==> config.mk <==
export PLATFORM = sky130hd
export DESIGN_NAME = gpio_irq_bank
export DESIGN_NICKNAME = d
export VERILOG_FILES = /design/src/rtl/gpio_irq_bank.sv
export SDC_FILE = /design/constraint.sdc
export NUM_CORES = 1
export LEC_CHECK = 0
export BUFFER_PORTS_ARGS = -buffer_cell sky130_fd_sc_hd__buf_2
export CORE_MARGIN = 5
export CORE_UTILIZATION = 40
export CTS_BUF_LIST = sky130_fd_sc_hd__clkbuf_8
export DETAILED_ROUTE_END_ITERATION = 12
export PLACE_DENSITY = 0.66
export SYNTH_ARGS = -nofsm -noshare
export SYNTH_HDL_FRONTEND = slang
export SYNTH_SLANG_ARGS = --single-unit
==> constraint.sdc <==
create_clock -name clk -period 1.9 [get_ports clk]
set_input_delay 0.19 -clock clk [delete_from_list [all_inputs] [get_ports clk]]
set_output_delay 0.19 -clock clk [all_outputs]
set_load 0.01 [all_outputs]
==> src/rtl/gpio_irq_bank.sv <==
module gpio_irq_bank #(
  parameter int NPINS = 32
) (
  input  logic             clk,
  input  logic             rst_n,
  input  logic             bus_wr,
  input  logic [4:0]       bus_addr,
  input  logic [NPINS-1:0] bus_wdata,
  output logic [NPINS-1:0] bus_rdata,
  input  logic [NPINS-1:0] pin_in,
  output logic [NPINS-1:0] pin_out,
  output logic [NPINS-1:0] pin_oe,
  output logic             irq
);
  localparam logic [2:0] SEL_DOUT = 3'd0, SEL_OE = 3'd1, SEL_LVLIN = 3'd2,
                         SEL_ROUTE = 3'd3, SEL_IEN = 3'd4, SEL_KIND = 3'd5,
                         SEL_SENSE = 3'd6, SEL_STAT = 3'd7;
  localparam logic [1:0] OP_CLR = 2'd2;

  logic [2:0]       sel;
  logic [1:0]       op;
  logic [NPINS-1:0] dout_q, oe_q, route_q, ien_q, kind_q, sense_q, stat_q;
  logic [NPINS-1:0] sync_q, din_q, prev_q;
  logic [NPINS-1:0] rise, fall, edge_hit, level_hit, evt, ack;

  assign sel = bus_addr[4:2];
  assign op  = bus_addr[1:0];

  function automatic logic [NPINS-1:0] upd(input logic [NPINS-1:0] cur,
                                           input logic [1:0] o,
                                           input logic [NPINS-1:0] d);
    case (o)
      2'd0:    return d;
      2'd1:    return cur | d;
      2'd2:    return cur & ~d;
      default: return cur ^ d;
    endcase
  endfunction

  always_ff @(posedge clk or negedge rst_n) begin
    if (!rst_n) begin
      dout_q  <= '0;
      oe_q    <= '0;
      route_q <= '0;
      ien_q   <= '0;
      kind_q  <= '0;
      sense_q <= '0;
    end else if (bus_wr) begin
      case (sel)
        SEL_DOUT:  dout_q  <= upd(dout_q, op, bus_wdata);
        SEL_OE:    oe_q    <= upd(oe_q, op, bus_wdata);
        SEL_ROUTE: route_q <= upd(route_q, op, bus_wdata);
        SEL_IEN:   ien_q   <= upd(ien_q, op, bus_wdata);
        SEL_KIND:  kind_q  <= upd(kind_q, op, bus_wdata);
        SEL_SENSE: sense_q <= upd(sense_q, op, bus_wdata);
        default: ;
      endcase
    end
  end

  always_ff @(posedge clk or negedge rst_n) begin
    if (!rst_n) begin
      sync_q <= '0;
      din_q  <= '0;
      prev_q <= '0;
    end else begin
      sync_q <= pin_in;
      din_q  <= sync_q;
      prev_q <= din_q;
    end
  end

  assign rise      = din_q & ~prev_q;
  assign fall      = ~din_q & prev_q;
  assign edge_hit  = ~kind_q & ((sense_q & rise) | (~sense_q & fall));
  assign level_hit = kind_q & ~(din_q ^ sense_q);
  assign evt       = route_q & (edge_hit | level_hit);
  assign ack       = (bus_wr && sel == SEL_STAT && op == OP_CLR) ? bus_wdata : '0;

  always_ff @(posedge clk or negedge rst_n) begin
    if (!rst_n) stat_q <= '0;
    else        stat_q <= (stat_q & ~ack) | evt;
  end

  always_comb begin
    case (sel)
      SEL_DOUT:  bus_rdata = dout_q;
      SEL_OE:    bus_rdata = oe_q;
      SEL_LVLIN: bus_rdata = din_q;
      SEL_ROUTE: bus_rdata = route_q;
      SEL_IEN:   bus_rdata = ien_q;
      SEL_KIND:  bus_rdata = kind_q;
      SEL_SENSE: bus_rdata = sense_q;
      default:   bus_rdata = stat_q;
    endcase
  end

  assign pin_out = dout_q;
  assign pin_oe  = oe_q;
  assign irq     = |(stat_q & ien_q);
endmodule


Yosys cells after proc, flatten, opt, wreduce, memory -nomap -nowiden. Index checks and enable logic that the tools add are counted.

Register bits: 320. Input bits: 72. Output and inout port bits: 97. Word-level logic and storage cells: 76.

Equal/unequal tests: 9. Multiplexer cells: 8. Bitwise operators: 38. Reduce and logical (&&, ||, !) cells: 11.

Operators by type and width (count): 32-bit case mux with 3 select lines (6); 32-bit bitwise AND (15); 32-bit OR (9); 32-bit inverter (7); 32-bit case mux with 7 select lines (1); 32-bit bitwise XOR (7); 32-bit 2-to-1 mux (1); 32-bit OR reduction (1); 3-bit == test (second input constant) (4); 2-bit AND reduction (6); 3-bit by 2-bit == test with 1-bit output (second input constant) (2); 3-bit by 1-bit == test with 1-bit output (second input constant) (1); 3-bit logical NOT (1); 2-bit by 1-bit == test with 1-bit output (second input constant) (1); 2-bit == test (second input constant) (1); 1-bit logical AND (2); 2-bit logical NOT (1).

Depth between registers and ports, before layout.
Depth in word-level cells: 8. Depth in mapped cells: 7. Depth with buffers taken out: 5.

Worst setup path before layout. Ideal clock, no wire load.

Path type: input to register. From: in bus_addr[1]. To: reg ien_q[0]. Setup time: 0.125 ns. Data arrival time: 1.471 ns. Required time: 1.775 ns. Slack: 0.305 ns. Stages on the path: 6. Path buffers: 4. Path through: clkbuf_1 > buf_4 > buf_2 > buf_2 > mux4_2 > mux2_2.

Word-level cells in the longest chain between the ends: 2. Elaborated cells on any way between the ends: 4. Classes of those cells: eq/ne: 2; mux: 1; reduce/logical: 1.

Ends and longest elaborated chain: start: declaration (line 7) `input logic [4:0] bus_addr,`; 2-bit == test, or another cell as far along (line 32) `case (o)`; 32-bit case mux with 3 select lines * (line 32); end signal: assignment (line 53) `SEL_IEN: ien_q <= upd(ien_q, op, bus_wdata);`; end: declaration (line 22) `logic [NPINS-1:0] dout_q, oe_q, route_q, ien_q, kind_q, sense_q, stat_q;`.

Mark *: on every way between the ends. The rest lies on a longest branch, timed or not. A chain may end at the register's enable or synchronous reset.

Worst setup path in the final report.
From: reg ien_q[16]. To: out irq.

Word-level cells in the longest chain between the ends: 2.

Ends and longest elaborated chain: 32-bit bitwise AND (line 100) `assign irq = |(stat_q & ien_q);`; 32-bit OR reduction (line 100); end: declaration (line 13) `output logic irq`.

Every way passes these cells.

==> impl_metrics.tcl <==
set metrics [dict create \
    setup_slack_ns -0.5032 \
    hpwl_mm 49.10 \
    critPathCaptureType "output pin" \
    critPathLaunchType "flip-flop" \
    slew_viol_final 0 \
    irDropWorstVdd_v 0.0004541 \
    antenna_found_initial 6 \
    cts.sinks 320 \
    status "finished with violations" \
    grt_usage_pct 21.17 \
    worstMarginPinSlew_ns 0.4987 \
    yosysWarningCount 0 \
    critPathBufInv 1 \
    die_x_um 260.8 \
    drv_cap 0 \
    core_um2 62740 \
    crit_slowest_cell "or4_4" \
    syn_nets 2585 \
    die_h_um 260.8 \
    num-nets-final 2970 \
    max_slew_margin_pct 66.72 \
    grtUsageMet1_pct 28.07 \
    cts.htree.levels 3 \
    overflow 0 \
    drive_gt1_share_pct 41.53 \
    syn-mean-instance-area_um2 11.82 \
    synth_most_common_cell "inv_1" \
    total_leakage_power_nw 14.87 \
    viasPerCell 5.529 \
    top_usage_layer "met2" \
    dieArea_um2 68030 \
    violations "setup timing" \
    clock-skew-final_ns 0.02698 \
    finalCriticalPeriod_ns 2.403 \
    grt_max_degree 56 \
    rsz0062_at_grt "yes" \
    clock_latency_ns 0.64 \
    hold_violations 0 \
    synthesis.area_um2 25170 \
    p_per_area_nw_per_um2 1062 \
    hp-class "in2reg" \
    drt_pass1_iterations 8 \
    stdcell_count 3406 \
    syn_inst 2129 \
    initial_core_util_pct 40.11 \
    seq_area_frac_synth_pct 31.82 \
    setup_viol 33 \
    synth_seq_cells 320 \
    path_cells "a22oi_2 -> nand4_1 -> or4_4 -> buf_6" \
    pin_count 169 \
    clk_transition_reported_paths_ns 0.05 \
    synth_common_cells "inv_1 (418), ha_1 (384), dfrtp_1 (320)" \
    port_buffers 168 \
    wire_per_inst_um 21.29 \
    timing.final.crit_share_pct 126.5 \
    synth-edff-count 0 \
    ys.flop_type "dfrtp_1" \
    syn2layout_area_growth_pct 23.82 \
    cp_top_family "simple AND/OR/NAND/NOR gates" \
    place_inst 3168 \
    first_iter_violations 1333 \
    hold_ws_ns 0.04807 \
    async_flop_share_pct 100.0 \
    yosysUniqueCellTypes 43 \
    wl_mm 72.50 \
    placementRows 92 \
    synthTopCellsByArea "dfrtp_1 (32%), ha_1 (19%), mux4_2 (17%)" \
    grt_use_met3_pct 4.499 \
    grtUsageMet2_pct 34.76 \
    drc 0 \
    gp_congestion 0.8779 \
    grt_pass1_vias 19920 \
    critical_path_peak_fanout 2 \
    synth_top_area_share_pct 31.82 \
    numCtsBuffers 66 \
    grt_pass1_wl_mm 113.4 \
    cts_tree "built" \
    clock-root-buffer "clkbuf_8" \
    max_stage_delay_ns 0.56 \
    dr_total_vias 18830 \
    postRouteAntennaNets 0 \
    clock_path_buffers 3 \
    synth_area_leader_cell "dfrtp_1" \
    arrival_ns 2.21 \
    fmax_mhz 416.1 \
    criticalPathCategory "reg2out" \
    critPathRequiredTime_ns 1.71 \
]
worst min-delay path: stages:
cell and delay [ns]:
buf_2 0.11, buf_4 0.15, nand3_1 0.07, a22o_1 0.11
registers in the layout, indices dropped and copies added, names as in the netlist:
name / count
din_q: 32
stat_q: 32
sync_q: 32
pin_out: 32
ien_q: 32
route_q: 32
kind_q: 32
prev_q: 32
sense_q: 32
pin_oe: 32
cells by family after synthesis:
family,count (synthesis),share of synthesized area [%]
DFF,320,31.82
muxes,442,28.88
adders and majority gates,384,19.09
and+or+nand+nor,184,4.142
buffers and inverters,537,8.676
xor gates and xnor gates,6,0.2088
AOI/OAI and AO/OA,256,7.179
layout by cell type, fill, tap and decap left out, drive strengths merged, types with 2 or more instances in the layout:
cell type,instances
inv,444
buf,385
ha,384
dfrtp,320
mux2,243
mux4,194
clkbuf,83
o22ai,55
o21ai,51
dlygate4sd3,49
a22oi,41
nand3,35
nand2,33
nor2b,30
o21bai,29
a22o,29
o221ai,28
and3,27
nor3b,25
nor2,14
xnor2,6
nand4,6
a21oi,6
mux2i,5
a32oi,5
or3,4
diode,3
o32a,3
a32o,3
and2,3
a31oi,3
o221a,2
nor3,2
clkinvlp,2
nand2b,2
final timing paths:
kind	slack (ns)	depth (start not counted)	to	startpoint
min reg2reg	0.34	0	din_q[23]$_DFF_PN0_	sync_q[23]$_DFF_PN0_
max in group asynchronous	1.07	3	pin_out[3]$_DFFE_PN0P_	rst_n
min	0.05	4	stat_q[22]$_DFF_PN0_	bus_wdata[22]
max reg2reg	0.11	6	ien_q[10]$_DFFE_PN0P_	ien_q[10]$_DFFE_PN0P_
max	-0.50	4	irq	ien_q[16]$_DFFE_PN0P_
min in group asynchronous	0.07	2	kind_q[21]$_DFFE_PN0P_	rst_n
where the power goes:
group,switching (mW),total (mW),internal [mW]
Combinational,6.35,14.4,8.00
Clock,3.22,7.24,4.02
Sequential,2.62,11.5,8.87
Total,12.2,33.1,20.9
metrics by stage:
step	setup slack, ns	area (um^2)	power, mW	setup TNS, ns	utilization [%]
6_report	-0.5032	31160	33.08	-4.274	49.67
3_3_place_gp	-0.1073	28030	22.80	-0.1073	44.68
5_1_grt	-0.5776	31160	35.49	-6.903	49.66
4_1_cts	-0.5325	30750	32.80	-6.060	49.01
2_1_floorplan	0.3046	25170	19.08	0	-
3_5_place_dp	-0.07851	28030	23.96	-0.08788	44.68
metal layers:
| metal | share of wire [%] | routed length, um | vias up |
|---|---|---|---|
| met3 | 6.4 | 4675 | 151 |
| met1 | 42 | 30650 | 9734 |
| met2 | 48 | 34780 | 597 |
| li1 | - | - | 8343 |
| met5 | 0.057 | 41 | - |
| met4 | 3.2 | 2352 | 6 |
what timing repair did:
action                                  CTS  global route
endpoints found under the hold margin   368             0
resized for setup                       182            66
pin swaps                                37            29
endpoints found under the setup margin   33            34
hold buffers                             49             0
setup buffers                            57            34
layout make-up:
class / instances / area (um^2)
Fill cell: 5449 / 31580
Multi-Input combinational cell: 1272 / 15630
Sequential cell: 320 / 8056
Timing Repair Buffer: 434 / 3545
Inverter: 420 / 1577
Clock buffer: 83 / 1142
Tap cell: 846 / 1059
Clock inverter: 28 / 140.1
Antenna cell: 3 / 7.507
No activity file was read; power rests on OpenSTA's default activity.
